==> config.mk <==
export PLATFORM = sky130hd
export DESIGN_NAME = page_mem_ctrl
export DESIGN_NICKNAME = d
export VERILOG_FILES = /design/src/rtl/pmc_pkg.sv /design/src/rtl/pmc_page_buf.sv /design/src/rtl/pmc_commit_seq.sv /design/src/rtl/pmc_array.sv /design/src/rtl/page_mem_ctrl.sv
export SDC_FILE = /design/constraint.sdc
export NUM_CORES = 2
export LEC_CHECK = 0
export CELL_PAD_IN_SITES_DETAIL_PLACEMENT = 1
export CELL_PAD_IN_SITES_GLOBAL_PLACEMENT = 1
export CORE_UTILIZATION = 55
export DETAILED_ROUTE_END_ITERATION = 7
export PLACE_DENSITY = 0.82
export SKIP_LAST_GASP = 1
export SLEW_MARGIN = 15
export SYNTH_ARGS = -nofsm -noshare
export SYNTH_HDL_FRONTEND = slang
export SYNTH_HIERARCHICAL = 1
export SYNTH_SLANG_ARGS = --single-unit
==> constraint.sdc <==
create_clock -name clk -period 10.9 [get_ports clk]
set_input_delay 1.635 -clock clk [delete_from_list [all_inputs] [get_ports clk]]
set_output_delay 1.635 -clock clk [all_outputs]
set_load 0.05 [all_outputs]
==> src/rtl/pmc_pkg.sv <==
`timescale 1ns/1ps
package pmc_pkg;

  typedef enum logic [2:0] {
    OP_NONE,
    OP_STOP,
    OP_ADDR,
    OP_DATA,
    OP_FUSE,
    OP_READ
  } op_e;

  typedef enum logic {
    CM_DATA,
    CM_FUSE
  } cmode_e;

  // Strobe priority: stop, address, data, fuse, read.
  function automatic op_e pick_op(input logic stop, input logic addr,
                                  input logic data, input logic fuse,
                                  input logic rd);
    if (stop)      return OP_STOP;
    else if (addr) return OP_ADDR;
    else if (data) return OP_DATA;
    else if (fuse) return OP_FUSE;
    else if (rd)   return OP_READ;
    else           return OP_NONE;
  endfunction

endpackage

==> src/rtl/pmc_page_buf.sv <==
`timescale 1ns/1ps
module pmc_page_buf #(
  parameter int DW   = 8,
  parameter int PAGE = 16
) (
  input  logic                    clk,
  input  logic                    rst_n,
  input  logic                    clr,
  input  logic                    push,
  input  logic [DW-1:0]           din,
  input  logic [$clog2(PAGE)-1:0] rd_slot,
  output logic [DW-1:0]           slot_data,
  output logic                    slot_valid,
  output logic                    any_valid,
  output logic [$clog2(PAGE)-1:0] fill_idx
);
  localparam int PW = $clog2(PAGE);

  logic [DW-1:0]   data_q [PAGE];
  logic [PAGE-1:0] valid_q, valid_d;
  logic [PW-1:0]   idx_q, idx_d;
  logic            ctl_en;

  assign ctl_en = clr | push;

  always_comb begin
    valid_d = valid_q;
    idx_d   = idx_q;
    if (clr) begin
      valid_d = '0;
      idx_d   = '0;
    end else if (push) begin
      valid_d = valid_q | (PAGE'(1) << idx_q);
      idx_d   = idx_q + 1'b1;
    end
  end

  always_ff @(posedge clk or negedge rst_n) begin
    if (!rst_n) begin
      valid_q <= '0;
      idx_q   <= '0;
    end else if (ctl_en) begin
      valid_q <= valid_d;
      idx_q   <= idx_d;
    end
  end

  // Data storage: no reset, written only at the fill position.
  always_ff @(posedge clk) begin
    if (push) data_q[idx_q] <= din;
  end

  assign slot_data  = data_q[rd_slot];
  assign slot_valid = valid_q[rd_slot];
  assign any_valid  = |valid_q;
  assign fill_idx   = idx_q;


  slot_mark_chk: assert property (@(posedge clk) disable iff (!rst_n)
    push |=> valid_q[$past(idx_q)]);

endmodule

==> src/rtl/pmc_commit_seq.sv <==
`timescale 1ns/1ps
module pmc_commit_seq #(
  parameter int WR_CYCLES = 1000,
  parameter int PAGE      = 16
) (
  input  logic                    clk,
  input  logic                    rst_n,
  input  logic                    start,
  output logic                    busy,
  output logic [$clog2(PAGE)-1:0] slot,
  output logic                    wr_phase,
  output logic                    done
);
  localparam int PW = $clog2(PAGE);
  localparam int CW = $clog2(WR_CYCLES + 1);
  localparam logic [CW-1:0] LAST     = CW'(WR_CYCLES - 1);
  localparam logic [CW-1:0] PAGE_END = CW'(PAGE);

  logic [CW-1:0] timer_q, timer_d;
  logic          busy_q, busy_d;
  logic          seq_en;

  assign seq_en = busy_q | start;

  always_comb begin
    busy_d  = busy_q;
    timer_d = timer_q;
    if (busy_q) begin
      if (timer_q == LAST) begin
        busy_d  = 1'b0;
        timer_d = '0;
      end else begin
        timer_d = timer_q + 1'b1;
      end
    end else if (start) begin
      busy_d  = 1'b1;
      timer_d = '0;
    end
  end

  always_ff @(posedge clk or negedge rst_n) begin
    if (!rst_n) begin
      busy_q  <= 1'b0;
      timer_q <= '0;
    end else if (seq_en) begin
      busy_q  <= busy_d;
      timer_q <= timer_d;
    end
  end

  assign busy     = busy_q;
  assign slot     = timer_q[PW-1:0];
  assign wr_phase = busy_q && (timer_q < PAGE_END);
  assign done     = busy_q && (timer_q == LAST);


  busy_end_chk: assert property (@(posedge clk) disable iff (!rst_n)
    (busy_q && timer_q == LAST) |=> !busy_q);


  busy_hold_chk: assert property (@(posedge clk) disable iff (!rst_n)
    (busy_q && timer_q != LAST) |=> busy_q);

endmodule

==> src/rtl/pmc_array.sv <==
`timescale 1ns/1ps
module pmc_array #(
  parameter int AW = 8,
  parameter int DW = 8
) (
  input  logic          clk,
  input  logic          we,
  input  logic [AW-1:0] waddr,
  input  logic [DW-1:0] wdata,
  input  logic [AW-1:0] raddr,
  output logic [DW-1:0] rdata
);
  localparam int DEPTH = 1 << AW;

  logic [DW-1:0] cells [DEPTH];

  always_ff @(posedge clk) begin
    if (we) cells[waddr] <= wdata;
  end

  assign rdata = cells[raddr];

endmodule

==> src/rtl/page_mem_ctrl.sv <==
`timescale 1ns/1ps
module page_mem_ctrl
  import pmc_pkg::*;
#(
  parameter int AW        = 8,
  parameter int DW        = 8,
  parameter int PAGE      = 16,
  parameter int WR_CYCLES = 1000
) (
  input  logic          clk,
  input  logic          rst_n,
  input  logic          size_large,
  input  logic          lv_inhibit,
  input  logic          cmd_addr,
  input  logic          cmd_data,
  input  logic          cmd_rd,
  input  logic          cmd_stop,
  input  logic          cmd_fuse,
  input  logic [DW-1:0] cmd_din,
  output logic [DW-1:0] rd_data,
  output logic          rd_valid,
  output logic          busy,
  output logic          mem_we,
  output logic [AW-1:0] mem_waddr,
  output logic [DW-1:0] mem_wdata
);
  localparam int PW = $clog2(PAGE);
  localparam int HW = AW - PW;

  // Reset: asserted asynchronously, released on the clock.
  logic [1:0] rst_pipe;
  logic       rst_sn;

  always_ff @(posedge clk or negedge rst_n) begin
    if (!rst_n) rst_pipe <= 2'b00;
    else        rst_pipe <= {rst_pipe[0], 1'b1};
  end
  assign rst_sn = rst_pipe[1];

  // Command decode
  op_e           op, act;
  logic [AW-1:0] size_mask, addr_in;

  assign op        = pick_op(cmd_stop, cmd_addr, cmd_data, cmd_fuse, cmd_rd);
  assign act       = busy ? OP_NONE : op;
  assign size_mask = size_large ? {AW{1'b1}} : {1'b0, {(AW-1){1'b1}}};
  assign addr_in   = AW'(cmd_din) & size_mask;

  // State
  logic [AW-1:0] ptr_q, ptr_d;
  logic [HW-1:0] hi_q, hi_d;
  logic [PW-1:0] lo_q, lo_d;
  logic          wr_pend_q, wr_pend_d;
  logic          fuse_req_q, fuse_req_d;
  logic          fuse_q, fuse_d;
  logic          lv_q, lv_d;
  cmode_e        mode_q, mode_d;
  logic [DW-1:0] rd_data_q, rd_data_d;
  logic          rd_valid_q, rd_valid_d;

  // Sub-block wiring
  logic          buf_clr, buf_push, slot_valid, any_valid;
  logic [PW-1:0] fill_idx, slot;
  logic [DW-1:0] slot_data, arr_rdata;
  logic          start_data, start_fuse, commit_start;
  logic          wr_phase, seq_done, prot;

  assign buf_clr      = (act == OP_ADDR);
  assign buf_push     = (act == OP_DATA) && wr_pend_q;
  assign start_data   = (act == OP_STOP) && wr_pend_q && any_valid;
  assign start_fuse   = (act == OP_STOP) && fuse_req_q && !fuse_q;
  assign commit_start = start_data | start_fuse;

  pmc_page_buf #(.DW(DW), .PAGE(PAGE)) u_buf (
    .clk        (clk),
    .rst_n      (rst_sn),
    .clr        (buf_clr),
    .push       (buf_push),
    .din        (cmd_din),
    .rd_slot    (slot),
    .slot_data  (slot_data),
    .slot_valid (slot_valid),
    .any_valid  (any_valid),
    .fill_idx   (fill_idx)
  );

  pmc_commit_seq #(.WR_CYCLES(WR_CYCLES), .PAGE(PAGE)) u_seq (
    .clk      (clk),
    .rst_n    (rst_sn),
    .start    (commit_start),
    .busy     (busy),
    .slot     (slot),
    .wr_phase (wr_phase),
    .done     (seq_done)
  );

  pmc_array #(.AW(AW), .DW(DW)) u_arr (
    .clk   (clk),
    .we    (mem_we),
    .waddr (mem_waddr),
    .wdata (mem_wdata),
    .raddr (ptr_q),
    .rdata (arr_rdata)
  );

  // Next state
  always_comb begin
    ptr_d      = ptr_q;
    hi_d       = hi_q;
    lo_d       = lo_q;
    wr_pend_d  = wr_pend_q;
    fuse_req_d = fuse_req_q;
    lv_d       = lv_q;
    mode_d     = mode_q;
    rd_data_d  = rd_data_q;
    rd_valid_d = 1'b0;
    fuse_d     = fuse_q | (seq_done && (mode_q == CM_FUSE) && !lv_q);
    unique case (act)
      OP_STOP: begin
        wr_pend_d  = 1'b0;
        fuse_req_d = 1'b0;
        if (start_data) begin
          ptr_d  = {hi_q, lo_q + fill_idx};
          mode_d = CM_DATA;
          lv_d   = lv_inhibit;
        end else if (start_fuse) begin
          mode_d = CM_FUSE;
          lv_d   = lv_inhibit;
        end
      end
      OP_ADDR: begin
        ptr_d      = addr_in;
        hi_d       = addr_in[AW-1:PW];
        lo_d       = addr_in[PW-1:0];
        wr_pend_d  = 1'b1;
        fuse_req_d = 1'b0;
      end
      OP_FUSE: begin
        fuse_req_d = 1'b1;
        wr_pend_d  = 1'b0;
      end
      OP_READ: begin
        ptr_d      = (ptr_q + 1'b1) & size_mask;
        rd_data_d  = arr_rdata;
        rd_valid_d = 1'b1;
      end
      default: ;
    endcase
  end

  // Registers
  always_ff @(posedge clk or negedge rst_sn) begin
    if (!rst_sn) begin
      ptr_q      <= '0;
      hi_q       <= '0;
      lo_q       <= '0;
      wr_pend_q  <= 1'b0;
      fuse_req_q <= 1'b0;
      fuse_q     <= 1'b0;
      lv_q       <= 1'b0;
      mode_q     <= CM_DATA;
      rd_data_q  <= '0;
      rd_valid_q <= 1'b0;
    end else begin
      ptr_q      <= ptr_d;
      hi_q       <= hi_d;
      lo_q       <= lo_d;
      wr_pend_q  <= wr_pend_d;
      fuse_req_q <= fuse_req_d;
      fuse_q     <= fuse_d;
      lv_q       <= lv_d;
      mode_q     <= mode_d;
      rd_data_q  <= rd_data_d;
      rd_valid_q <= rd_valid_d;
    end
  end

  // Array write port
  assign mem_waddr = {hi_q, lo_q + slot};
  assign mem_wdata = slot_data;
  assign prot      = fuse_q & (~size_large | ~mem_waddr[AW-1]);
  assign mem_we    = wr_phase & (mode_q == CM_DATA) & slot_valid & ~lv_q & ~prot;

  assign rd_data  = rd_data_q;
  assign rd_valid = rd_valid_q;


  prot_write_chk: assert property (@(posedge clk) disable iff (!rst_sn)
    mem_we |-> !(fuse_q && (!size_large || !mem_waddr[AW-1])));


  fuse_keep_chk: assert property (@(posedge clk) disable iff (!rst_sn)
    fuse_q |=> fuse_q);


  busy_read_chk: assert property (@(posedge clk) disable iff (!rst_sn)
    (busy && cmd_rd) |=> !rd_valid);


  lv_write_chk: assert property (@(posedge clk) disable iff (!rst_sn)
    (commit_start && lv_inhibit) |=> !mem_we);

endmodule

# Yosys cells after proc, flatten, opt, wreduce, memory -nomap -nowiden
# Memories as Yosys holds them, arrays and structs flattened. A register that Yosys moved wholly into a read port is not among the register bits.
# Index checks and enable logic that the tools add are counted.
# op_classes
n_addsub	5
n_lt_le_gt_ge	2
n_eq_ne	7
shift	1
muxes	32
bitwise_logic	18
reduce_logical	25
# op_table
operator	count
$mux W16	2
$mux W10	3
$pmux W8 S3	1
$mux W3	6
$and A8 B8 Y8	2
$mux W8	2
$or A16 B16 Y16	1
$reduce_or A16 Y1	1
$shl A1 B4 Y16 const A	1
$mux W1	13
$add A10 B1 Y10 const B	1
$eq A10 B10 Y1 const B	1
$lt A10 B5 Y1 const B	1
$reduce_bool A2 Y1	5
$logic_and A1 B1 Y1	9
$add A4 B4 Y4	2
$add A8 B1 Y8 const B	1
$mux W4	2
$reduce_and A2 Y1	4
$eq A3 B2 Y1 const B	2
$eq A3 B3 Y1 const B	2
$and A1 B1 Y1	5
$lt A4 B5 Y1 const B	1
$not A1 Y1	5
9 further kinds	17
# word_totals
register_bits	55
ramBits	2176
inputBits	17
wordCells	106
mem_count	2
# mem_list
memory	depth	word_bits	rd	rd_ports_with_merged_regs	write_ports	line	source
u_arr.cells	256	8	1	1	1	pmc_array.sv:15	logic [DW-1:0] cells [DEPTH];
u_buf.data_q	16	8	1	0	1	pmc_page_buf.sv:19	logic [DW-1:0] data_q [PAGE];

# Longest topological paths before layout
# depth
word_depth	12
depth_mapped	13
ltp_nobuf	8

# By module
# The synthesis kept the hierarchy.
# by_module_without_submodules
module	instances	cells_each	area_each_um2	seq_area_each_um2
pmc_array	1	3725	79396.1	61499.0
pmc_page_buf	1	314	5983.2	4344.2
page_mem_ctrl	1	186	1771.7	800.8
pmc_commit_seq	1	69	649.4	275.3

# Worst setup path after synthesis
# OpenSTA, ideal clock, no wires.
# synth_path
kind	register to output
start	register u_seq.timer_q[1]
end	output port mem_wdata[0]
arrival_time_ps	4638
required_ps	9265
slack_ps	4627
stages_incl_launch_ff	7
cell_sequence	dfrtp_1 buf_4 clkbuf_8 clkbuf_1 mux4_2 a22oi_1 nand2_1
# synth_via
elab_chain_cells	1
# synth_lines
item	line	source
from (decl)	pmc_commit_seq.sv:19	logic [CW-1:0] timer_q, timer_d;
from (signal assigned)	pmc_commit_seq.sv:47	timer_q <= timer_d;
$mem_v2 Z16 W8	-	
to (decl)	page_mem_ctrl.sv:25	output logic [DW-1:0] mem_wdata
# No other way between the ends.

# Worst setup path after layout
# layout_path
start	register u_seq.timer_q[0]
end	output port mem_wdata[0]
# Same word-level chain as after synthesis.

==> impl_metrics.json <==
{
  "status": "finished, final reports clean",
  "first_pass_iters": 6,
  "cts_buffer_depth": 3,
  "final_common_cell": "edfxtp_1",
  "grt.overflow.total": 0,
  "post_cts_buffers": 0,
  "htree_num_levels": 4,
  "ir_drop_v": 0.000315,
  "max_slew_margin_pct": 7.90,
  "antenna_found_initial": 11,
  "cp_data_required_time_ns": 9.27,
  "core_area_mm2": 0.158,
  "r2r_setup_slack_ns": 5.67,
  "grt_max_degree": 142,
  "ant_nets": 0,
  "critical_path_class": "flip-flop to primary output",
  "io-pin-count": 44,
  "seq_area_frac_synth_pct": 76.2,
  "clock_latency_ns": 0.88,
  "hold_depth": 0,
  "hold_class": "flip-flop to flip-flop",
  "hp-start": "rst_pipe[0]",
  "cts_tree": "yes",
  "track_usage_pct": 31.5,
  "nFillCells": 12800,
  "rows": 146,
  "whs_endpoint": "rst_pipe[1]",
  "drcViolationCount": 0,
  "fin_setup_tns_ns": 0,
  "synthArstFlopShare_pct": 2.81,
  "syn_area_mm2": 0.0878,
  "synth_fp_nets": 4327,
  "crit_path_end_kind": "primary output",
  "place_congestion": 0.886,
  "grt_pass1_wl_um": 359000,
  "synth_ff_type": "edfxtp_1",
  "postCtsHoldBufs": 0,
  "ys_ff_latch": 2239,
  "clock_sinks": 2239,
  "synthCells": 4294,
  "total_leakage_power_nw": 30.3,
  "dp_hpwl_um": 144000,
  "fin_skew_ns": 0.0421,
  "synth-edff-count": 2176,
  "start_util_pct": 55.4,
  "rsz0062_at_grt": "no",
  "area_growth_syn_to_layout_pct": 10.7,
  "wl_per_cell_um": 38.0,
  "r2r-end": "rd_data[5]",
  "reg2reg_depth": 10,
  "startpoint_type": "flip-flop",
  "port_buffers": 43,
  "setup_viol": 0,
  "drive_gt1_share_pct": 20.7,
  "hold_viol": 0,
  "post-route-period-util_pct": 60.5,
  "cp.arrival_ns": 4.96,
  "finalPower_mw": 29.2,
  "final_max_slew_viol_count": 0,
  "tightestPinTransition_ns": 1.38,
  "wirelength_um": 252000,
  "cts_inserted_buffers": 211,
  "cap_violations": 0,
  "root_buffer": "clkbuf_16",
  "p_per_area_mw_per_mm2": 301,
  "vias": 46900,
  "reg2reg_from": "ptr_q[0]",
  "clkTransAtPathRegs_ns": 0.06,
  "yosysWarningCount": 6,
  "grt_pass1_vias": 48300,
  "synth_cell_type_count": 91,
  "die_y_um": 402,
  "cts_resized": 0,
  "fmax_mhz": 152,
  "die_w_um": 402,
  "via_per_inst": 7.06,
  "syn_avg_cell_area_um2": 20.4,
  "nets": 4419,
  "crit_path_max_fanout": 66,
  "layout_common_cells": "edfxtp_1, mux4_2, nor2_1",
  "period_needed_ns": 6.59,
  "dieArea_mm2": 0.161,
  "drt_iter0_markers": 6736
}
-- synth_stat cells (7+ instances only) --
library cell  count  area share (%)
mux4_1           16            0.48
a21oi_1         103            0.59
o22a_1            7           0.070
clkbuf_1        119            0.51
o22ai_1          30            0.21
o21ai_0          22            0.13
a211oi_1         17            0.15
edfxtp_1       2176              74
buf_4            34            0.29
mux4_2          476              12
nor3_1           30            0.17
and2_1            8           0.057
dfrtp_1          63             1.8
nand3_1          42            0.24
nand2b_1         11           0.078
inv_1            15           0.064
buf_6            26            0.33
a31oi_1          16            0.11
nor4_1           29            0.21
o221ai_1         46            0.46
buf_1            23           0.098
a221oi_1         13            0.13
ha_1             14            0.20
mux2i_1         136             1.6
nor2b_1          35            0.25
a22o_1           13            0.13
xnor2_1           7           0.070
o211ai_1         11           0.094
nand2_1         115            0.49
buf_8            13            0.22
buf_2            35            0.20
nand4_1          13           0.093
nor2_1          328             1.4
buf_12            9            0.21
a22oi_1         153             1.3
-- final cells by class --
cell class | count | area, um2 | area share, %
multi-input cells | 1775 | 19300 | 19.8
flip-flops and latches | 2239 | 66900 | 68.9
well taps | 2072 | 2590 | 2.67
repair buffers | 141 | 1270 | 1.30
inverters | 18 | 75.1 | 0.0772
clock inverters | 133 | 1490 | 1.53
diodes | 8 | 20.0 | 0.0206
clock buffers | 258 | 5550 | 5.71
-- report_power, final --
part / switching (mW) / internal [mW] / leakage, nW
Combinational: 6.96 / 2.70 / 6.41
Sequential: 0.301 / 11.7 / 20.4
Clock: 3.31 / 4.25 / 3.41
Total: 10.6 / 18.6 / 30.3
-- cell families (layout without fill, tap and decap cells) --
kind of cell / after synthesis / count (layout) / share of synthesized area, %
and+or+nand+nor: 645 / 645 / 3.33
buffers and inverters: 280 / 550 / 1.98
other: 1 / 9 / 0.00427
muxes: 630 / 630 / 14.3
AOI/OAI and AO/OA: 471 / 471 / 3.84
adders and majority gates: 16 / 16 / 0.245
DFF: 2239 / 2239 / 76.2
xor gates and xnor gates: 12 / 12 / 0.120
-- metrics by stage --
| stage | hold slack [ns] | instances | util [%] | worst slack [ns] | instance area (um2) |
|---|---|---|---|---|---|
| after global routing | 0.392 | 6636 | 61.4 | 4.09 | 97200 |
| after detailed placement | 0.361 | 6244 | 56.9 | 5.15 | 90100 |
| after global placement | 0.335 | 6244 | 56.9 | 5.28 | 90100 |
| after floorplan | 0.331 | 4294 | - | 4.63 | 87800 |
| after CTS | 0.377 | 6635 | 61.4 | 4.24 | 97200 |
| final | 0.379 | 6644 | 61.4 | 4.31 | 97200 |
-- metal layers --
layer	global-route usage, %	vias up	wire, um
li1	-	18000	-
met1	41.2	24600	87200
met4	15.1	8	13600
met2	49.4	3593	121000
met3	8.46	725	30900
met5	0	-	55
-- sequential cells by signal (all words and copies together), names as in the netlist, 8 cells and up --
register / cells
rd_data: 8
u_buf/valid_q: 16
u_buf/data_q: 128
u_seq/timer_q: 10
ptr_q: 8
u_arr/cells: 2048
-- how the worst max path moves through the flow --
| stage | slack, ns | endpoint | start | cells after the start |
|---|---|---|---|---|
| after floorplan | 4.63 | mem_wdata[0] | u_seq/timer_q[1] | 6 |
| after global placement | 5.28 | mem_wdata[0] | u_seq/timer_q[0] | 6 |
| after detailed placement | 5.15 | mem_wdata[0] | u_seq/timer_q[0] | 6 |
| after CTS | 4.24 | mem_wdata[0] | u_seq/timer_q[0] | 6 |
| after global routing | 4.09 | mem_wdata[0] | u_seq/timer_q[0] | 6 |
| final | 4.31 | mem_wdata[0] | u_seq/timer_q[0] | 6 |
-- critical path, stage by stage (launching register included) --
cell             delay [ns]
dfrtp_2                0.72
buf_4                  0.51
mux4_1                 0.62
a22oi_1                0.35
nand2_4                0.49
buf_4                  0.51
clkdlybuf4s50_1        0.78
Note: power is estimated with default switching activity, not from simulation.
